[src/rtl/ppio_pkg.sv]
package ppio_pkg;
  typedef enum logic [1:0] {
    SEL_A   = 2'd0,
    SEL_B   = 2'd1,
    SEL_C   = 2'd2,
    SEL_CTL = 2'd3
  } ppio_sel_e;

  // control word field positions
  localparam int CW_KIND    = 7;
  localparam int CW_DIR_A   = 4;
  localparam int CW_DIR_CU  = 3;
  localparam int CW_DIR_B   = 1;
  localparam int CW_DIR_CL  = 0;
  localparam int CW_BIT_VAL = 0;
  localparam int CW_IDX_LO  = 1;
endpackage

[src/rtl/ppio_strobe.sv]
module ppio_strobe (
  input  logic clk,
  input  logic rst_n,
  input  logic cs_n,
  input  logic rd_n,
  input  logic wr_n,
  output logic wr_pulse,
  output logic rd_act
);
  logic wr_act, wr_seen;

  assign wr_act   = !cs_n && !wr_n;
  assign wr_pulse = wr_act && !wr_seen;
  assign rd_act   = !cs_n && !rd_n;

  always_ff @(posedge clk) begin
    if (!rst_n) wr_seen <= 1'b0;
    else        wr_seen <= wr_act;
  end

  p_one_write_r10: assert property (@(posedge clk) disable iff (!rst_n)
    wr_pulse |=> !wr_pulse);
endmodule

[src/rtl/ppio_cfg.sv]
module ppio_cfg
  import ppio_pkg::*;
#(
  parameter int PORT_W = 8,
  localparam int IDX_W = $clog2(PORT_W)
) (
  input  logic              clk,
  input  logic              rst_n,
  input  logic              wr_pulse,
  input  logic [1:0]        addr,
  input  logic [7:0]        wdata,
  output logic              in_a,
  output logic              in_b,
  output logic              in_cu,
  output logic              in_cl,
  output logic [PORT_W-1:0] lat_a,
  output logic [PORT_W-1:0] lat_b,
  output logic [PORT_W-1:0] lat_c
);
  logic             is_mode;
  logic [IDX_W-1:0] bit_idx;
  logic             unused_cw;

  assign is_mode   = wdata[CW_KIND];
  assign bit_idx   = wdata[CW_IDX_LO +: IDX_W];
  assign unused_cw = ^wdata[6:5] ^ wdata[2];

  always_ff @(posedge clk) begin
    if (!rst_n) begin
      in_a  <= 1'b1;
      in_b  <= 1'b1;
      in_cu <= 1'b1;
      in_cl <= 1'b1;
      lat_a <= '0;
      lat_b <= '0;
      lat_c <= '0;
    end else if (wr_pulse) begin
      case (ppio_sel_e'(addr))
        SEL_A: lat_a <= wdata[PORT_W-1:0];
        SEL_B: lat_b <= wdata[PORT_W-1:0];
        SEL_C: lat_c <= wdata[PORT_W-1:0];
        default: begin
          if (is_mode) begin
            in_a  <= wdata[CW_DIR_A];
            in_b  <= wdata[CW_DIR_B];
            in_cu <= wdata[CW_DIR_CU];
            in_cl <= wdata[CW_DIR_CL];
            lat_a <= '0;
            lat_b <= '0;
            lat_c <= '0;
          end else begin
            lat_c[bit_idx] <= wdata[CW_BIT_VAL];
          end
        end
      endcase
    end
  end

  p_mode_clears_r4: assert property (@(posedge clk) disable iff (!rst_n)
    (wr_pulse && addr == 2'd3 && wdata[7]) |=>
      (lat_a == '0 && lat_b == '0 && lat_c == '0));

  p_bsr_single_r5: assert property (@(posedge clk) disable iff (!rst_n)
    (wr_pulse && addr == 2'd3 && !wdata[7]) |=>
      ($countones(lat_c ^ $past(lat_c)) <= 1 && $stable(lat_a) && $stable(lat_b)
       && $stable({in_a, in_b, in_cu, in_cl})));

  p_latch_hold_r6: assert property (@(posedge clk) disable iff (!rst_n)
    !wr_pulse |=> ($stable(lat_a) && $stable(lat_b) && $stable(lat_c)
                   && $stable({in_a, in_b, in_cu, in_cl})));
endmodule

[src/rtl/ppio_rdmux.sv]
module ppio_rdmux
  import ppio_pkg::*;
#(
  parameter int PORT_W = 8,
  localparam int HALF = PORT_W / 2
) (
  input  logic              rd_act,
  input  logic [1:0]        addr,
  input  logic              in_a,
  input  logic              in_b,
  input  logic              in_cu,
  input  logic              in_cl,
  input  logic [PORT_W-1:0] lat_a,
  input  logic [PORT_W-1:0] lat_b,
  input  logic [PORT_W-1:0] lat_c,
  input  logic [PORT_W-1:0] pin_a,
  input  logic [PORT_W-1:0] pin_b,
  input  logic [PORT_W-1:0] pin_c,
  output logic [PORT_W-1:0] rdata
);
  logic [PORT_W-1:0] view_a, view_b, view_c;
  logic [1:0]        c_in_half;

  assign view_a    = in_a ? pin_a : lat_a;
  assign view_b    = in_b ? pin_b : lat_b;
  assign c_in_half = {in_cu, in_cl};

  for (genvar h = 0; h < 2; h++) begin : g_c_half
    assign view_c[h*HALF +: HALF] = c_in_half[h] ? pin_c[h*HALF +: HALF]
                                                 : lat_c[h*HALF +: HALF];
  end

  always_comb begin
    rdata = '0;
    if (rd_act) begin
      case (ppio_sel_e'(addr))
        SEL_A:   rdata = view_a;
        SEL_B:   rdata = view_b;
        SEL_C:   rdata = view_c;
        default: rdata = '1;
      endcase
    end
  end
endmodule

[src/rtl/ppio_ctrl.sv]
module ppio_ctrl #(
  parameter int PORT_W = 8
) (
  input  logic              clk,
  input  logic              rst_n,
  input  logic              cs_n,
  input  logic              rd_n,
  input  logic              wr_n,
  input  logic [1:0]        addr,
  input  logic [7:0]        wdata,
  output logic [7:0]        rdata,
  input  logic [PORT_W-1:0] pa_in,
  output logic [PORT_W-1:0] pa_out,
  output logic [PORT_W-1:0] pa_oe,
  input  logic [PORT_W-1:0] pb_in,
  output logic [PORT_W-1:0] pb_out,
  output logic [PORT_W-1:0] pb_oe,
  input  logic [PORT_W-1:0] pc_in,
  output logic [PORT_W-1:0] pc_out,
  output logic [PORT_W-1:0] pc_oe
);
  localparam int HALF = PORT_W / 2;

  logic wr_pulse, rd_act;
  logic in_a, in_b, in_cu, in_cl;

  ppio_strobe u_strobe (
    .clk(clk), .rst_n(rst_n), .cs_n(cs_n), .rd_n(rd_n), .wr_n(wr_n),
    .wr_pulse(wr_pulse), .rd_act(rd_act)
  );

  ppio_cfg #(.PORT_W(PORT_W)) u_cfg (
    .clk(clk), .rst_n(rst_n), .wr_pulse(wr_pulse), .addr(addr), .wdata(wdata),
    .in_a(in_a), .in_b(in_b), .in_cu(in_cu), .in_cl(in_cl),
    .lat_a(pa_out), .lat_b(pb_out), .lat_c(pc_out)
  );

  ppio_rdmux #(.PORT_W(PORT_W)) u_rdmux (
    .rd_act(rd_act), .addr(addr),
    .in_a(in_a), .in_b(in_b), .in_cu(in_cu), .in_cl(in_cl),
    .lat_a(pa_out), .lat_b(pb_out), .lat_c(pc_out),
    .pin_a(pa_in), .pin_b(pb_in), .pin_c(pc_in),
    .rdata(rdata)
  );

  assign pa_oe = {PORT_W{~in_a}};
  assign pb_oe = {PORT_W{~in_b}};
  assign pc_oe = {{HALF{~in_cu}}, {HALF{~in_cl}}};

  p_idle_bus_r9: assert property (@(posedge clk) disable iff (!rst_n)
    (cs_n || rd_n) |-> (rdata == '0));

  p_ctl_read_r8: assert property (@(posedge clk) disable iff (!rst_n)
    (!cs_n && !rd_n && addr == 2'd3) |-> (rdata == 8'hFF));

  p_oe_follows_mode_r3: assert property (@(posedge clk) disable iff (!rst_n)
    (!cs_n && !wr_n && $past(cs_n || wr_n) && addr == 2'd3 && wdata[7])
      |=> (pa_oe == {PORT_W{~$past(wdata[4])}} && pb_oe == {PORT_W{~$past(wdata[1])}}));

  p_reset_idle_r1: assert property (@(posedge clk)
    $rose(rst_n) |-> (pa_oe == '0 && pb_oe == '0 && pc_oe == '0));
endmodule

[config.mk]
export PLATFORM = sky130hd
export DESIGN_NAME = ppio_ctrl
export DESIGN_NICKNAME = d
export VERILOG_FILES = /design/src/rtl/ppio_pkg.sv /design/src/rtl/ppio_strobe.sv /design/src/rtl/ppio_cfg.sv /design/src/rtl/ppio_rdmux.sv /design/src/rtl/ppio_ctrl.sv
export SDC_FILE = /design/constraint.sdc
export NUM_CORES = 1
export LEC_CHECK = 0
export BUFFER_PORTS_ARGS = -buffer_cell sky130_fd_sc_hd__buf_2
export CORE_ASPECT_RATIO = 0.9
export CORE_UTILIZATION = 42
export DETAILED_ROUTE_END_ITERATION = 8
export HOLD_SLACK_MARGIN = 0.06
export PLACE_DENSITY = 0.76
export SYNTH_ARGS = -nofsm -noshare
export SYNTH_HDL_FRONTEND = slang
export SYNTH_HIERARCHICAL = 1
export SYNTH_SLANG_ARGS = --single-unit
export TNS_END_PERCENT = 100
[constraint.sdc]
create_clock -name clk -period 1.7 [get_ports clk]
set_input_delay 0.425 -clock clk [delete_from_list [all_inputs] [get_ports clk]]
set_output_delay 0.425 -clock clk [all_outputs]
set_load 0.05 [all_outputs]
==> impl_results.md <==
- Status: complete, but fails checks
- Failing checks: setup timing
- Tot Pwr: 1.80 mW
- Seq/Total Area, Yosys: 0.284
- Area growth syn-to-layout: 45.2%
- EDFF count, synth: 0
- Congestion Overflow GR: 0
- Fin crit share: 1.14
- RSZ-0062 raised after global routing: yes
- RR Endpoint: u_cfg/lat_c[4]
- Max Cap Viol: 0
- # nets final: about 380
- Antenna violations before repair: 0
- Slowest-stage cell, CP: dfxtp_2
- TritonRoute pass-1 iters: 4
- Min-Delay Endpoint: u_cfg/lat_b[5]
- Fin crit period: between 1500 and 2000 ps
- Fin. max-slew vios: 0
- Syn_area_per_cell: around 8.4 um^2
- Most area-hungry cell type in the Yosys netlist: dfxtp_1
- Gp weighted congestion: slightly below 0.9
- Largest net degree at the start of global routing: 16
- Routed WL per cell: 16.7 um
- Yosys warnings: 6
- Setup repair bufs after CTS: 0
- R2r setup slk: 180 ps
- Routed wire length: just under 7 mm
- Crit Path Max Fanout: 8
- I/O Pins: 95
- CTS sink cnt: 29
- Cell Rows: 23
- Area of the core: approximately 4500 um^2
- Crit path DAT: ~1500 ps
- Mapped cell area: 2040 um^2
- Async SR Flop Fraction: 0
- # fillers: 380
- Number of antenna diodes: 0
- Starting Density: 0.449
- Vias per Instance: around 5.5
- Worst hold slack: 407 ps
- Crit-path max cell delay: between 300 and 400 ps
- Total Routing Usage GR: 0.262
- Critical Path Stages: 5
- Hold Fails Final Rpt: 0
- Startpoint Class: flip-flop
- Max Root-Sink Buffers: 2
- PwrDens: 607 nW/um^2
- # setup viols final: 8
- Area contributors post-synth: dfxtp_1 (28%), mux2i_1 (14%), buf_4 (7.7%), a21oi_1 (4.7%), nand2_1 (4.4%)
- Share of cells above drive strength 1: 0.537
- Synth top cells by count: dfxtp_1 (29), mux2i_1 (29), nand2_1 (24)
- Setup CP Type: reg -> out
- Post-synth top area share: 0.284
- Inst Count DP: 395
- Crit path from: u_cfg/in_a
- Vias in the first global route: around 2.0k
- Worst slew pin tran: between 400 and 500 ps
- CP top delay family: flip-flops
- Drt drc: 0
- DRT iter0 DRCs: roughly 160
- CP Capture Type: primary output
- Worst hold path class: in -> reg
- HPWL after detailed placement: 4.71 mm
- Cell Chain, Critical Path: buf_12 -> mux2i_2 -> a22oi_1 -> and3_4 -> buf_8
- Die height: between 60 and 70 um
- Num CTS Buffers: 5
- # H-tree levels: 2
- CTS Root Buffer Type: clkbuf_8
- Yosys cell types: 47
- Post-route setup slack: -236 ps
- Die width: about 75 um
- Post-cts hold buffer count: 0
- Worst-path clk slew: ~70 ps
- Worst-Skew Late Latency: 290 ps
- R2R cell count: 4
- Hold Path Depth: 2
- WP buf/inv: 2
- CP Data Required Time: about 1300 ps
- Fmax: roughly 0.52 GHz
- First-pass GRT wire length: around 10 mm
- Post-synthesis instance total: 242
- Via count: 2206
- Synth Flop Type: dfxtp_1
- Syn nets: between 200 and 300
- Finished Layout Cells: between 400 and 500
- Yosys reg bits: 29
- R2r startpoint: u_strobe/wr_seen
- IO Port Bufs: 94
- Clock Skews: 6.35 ps
- TritonCTS clock tree: built
- DIE AREA: 5140 um^2
- Slew margin rel.: 0.728
- Leak: roughly 1.5 nW
- DRT antenna net count: 0
- Min-delay src: wdata[5]
- Worst IR Drop VDD: roughly 0.00041 V
## cells by family (layout without fill, tap and decap cells)
| family | after synthesis | in the layout | synth area share |
|---|---|---|---|
| fa+ha+maj | 5 | 5 | 0.0307 |
| buf+inv | 49 | 148 | 0.143 |
| mux | 29 | 29 | 0.142 |
| flops | 29 | 29 | 0.284 |
| simple gates | 67 | 67 | 0.189 |
| compound gates | 63 | 63 | 0.210 |
## sequential cells by signal, summed over array words and instances (netlist names)
name,count
u_cfg/in_a,1
u_cfg/in_b,1
u_cfg/in_cl,1
u_cfg/in_cu,1
u_cfg/lat_a,8
u_cfg/lat_b,8
u_cfg/lat_c,8
u_strobe/wr_seen,1
## through the flow
stage	instance area [um^2]	utilization	worst slack [ps]	setup TNS, ps
global route	2960	0.652	-261	-1990
CTS	2870	0.632	-206	-1330
finish	2960	0.652	-236	-1390
global placement	2640	0.580	-404	-6060
detailed placement	2640	0.580	-435	-7270
floorplan	2060	-	10.6	0
## worst max path at each step
| stage | to | slack [ps] |
|---|---|---|
| 2_1_floorplan | u_cfg/lat_c[5] | 10 |
| 3_3_place_gp | rdata[6] | -400 |
| 3_5_place_dp | rdata[6] | -430 |
| 4_1_cts | rdata[3] | -210 |
| 5_1_grt | rdata[3] | -260 |
| 6_report | rdata[3] | -240 |
## cells in the final DEF (no fill, tap or decap), types with 3 or more instances in the layout
| master | Yosys | layout |
|---|---|---|
| nor3_1 | 3 | 3 |
| buf_8 | 0 | 8 |
| buf_2 | 4 | 72 |
| buf_4 | 21 | 45 |
| nand2_1 | 24 | 24 |
| nor2b_1 | 4 | 3 |
| inv_1 | 11 | 10 |
| and3_4 | 0 | 8 |
| o21ai_0 | 8 | 8 |
| a221oi_2 | 0 | 3 |
| a21oi_1 | 19 | 18 |
| clkbuf_8 | 0 | 5 |
| a22oi_1 | 8 | 7 |
| dfxtp_1 | 29 | 18 |
| a22o_1 | 7 | 7 |
| mux2i_2 | 0 | 3 |
| ha_1 | 5 | 4 |
| dfxtp_2 | 0 | 11 |
| a32oi_1 | 3 | 3 |
| o211ai_1 | 4 | 4 |
| buf_6 | 3 | 3 |
| mux2i_1 | 29 | 25 |
| nor2_1 | 4 | 4 |
## what timing repair did
item | 4_1_cts | 5_1_grt
resized for setup | 44 | 41
setup endpoints to repair | 11 | 36
pin swaps | 14 | 6
## routing by layer
| layer | routed length [um] | GRT usage |
|---|---|---|
| met1 | 2820 | 0.338 |
| met5 | 0 | 0 |
| met3 | 551 | 0.0501 |
| met2 | 3290 | 0.441 |
| met4 | 76 | 0.0787 |
## where the power goes
group          internal (mW)  switching, mW  total (mW)
logic                  0.216          0.303       0.519
clock network          0.282          0.291       0.573
registers              0.693         0.0133       0.706
## layout make-up
cell class	instances	area (um^2)	share of cell area
multi-input combinational	164	1290	0.435
timing repair buffer	129	872	0.294
sequential	29	594	0.201
tap	62	77.6	0.0262
clock buffer	5	68.8	0.0232
inverter	11	45.0	0.0152
clock inverter	3	17.5	0.00591
(Power assumes the default switching activity.)
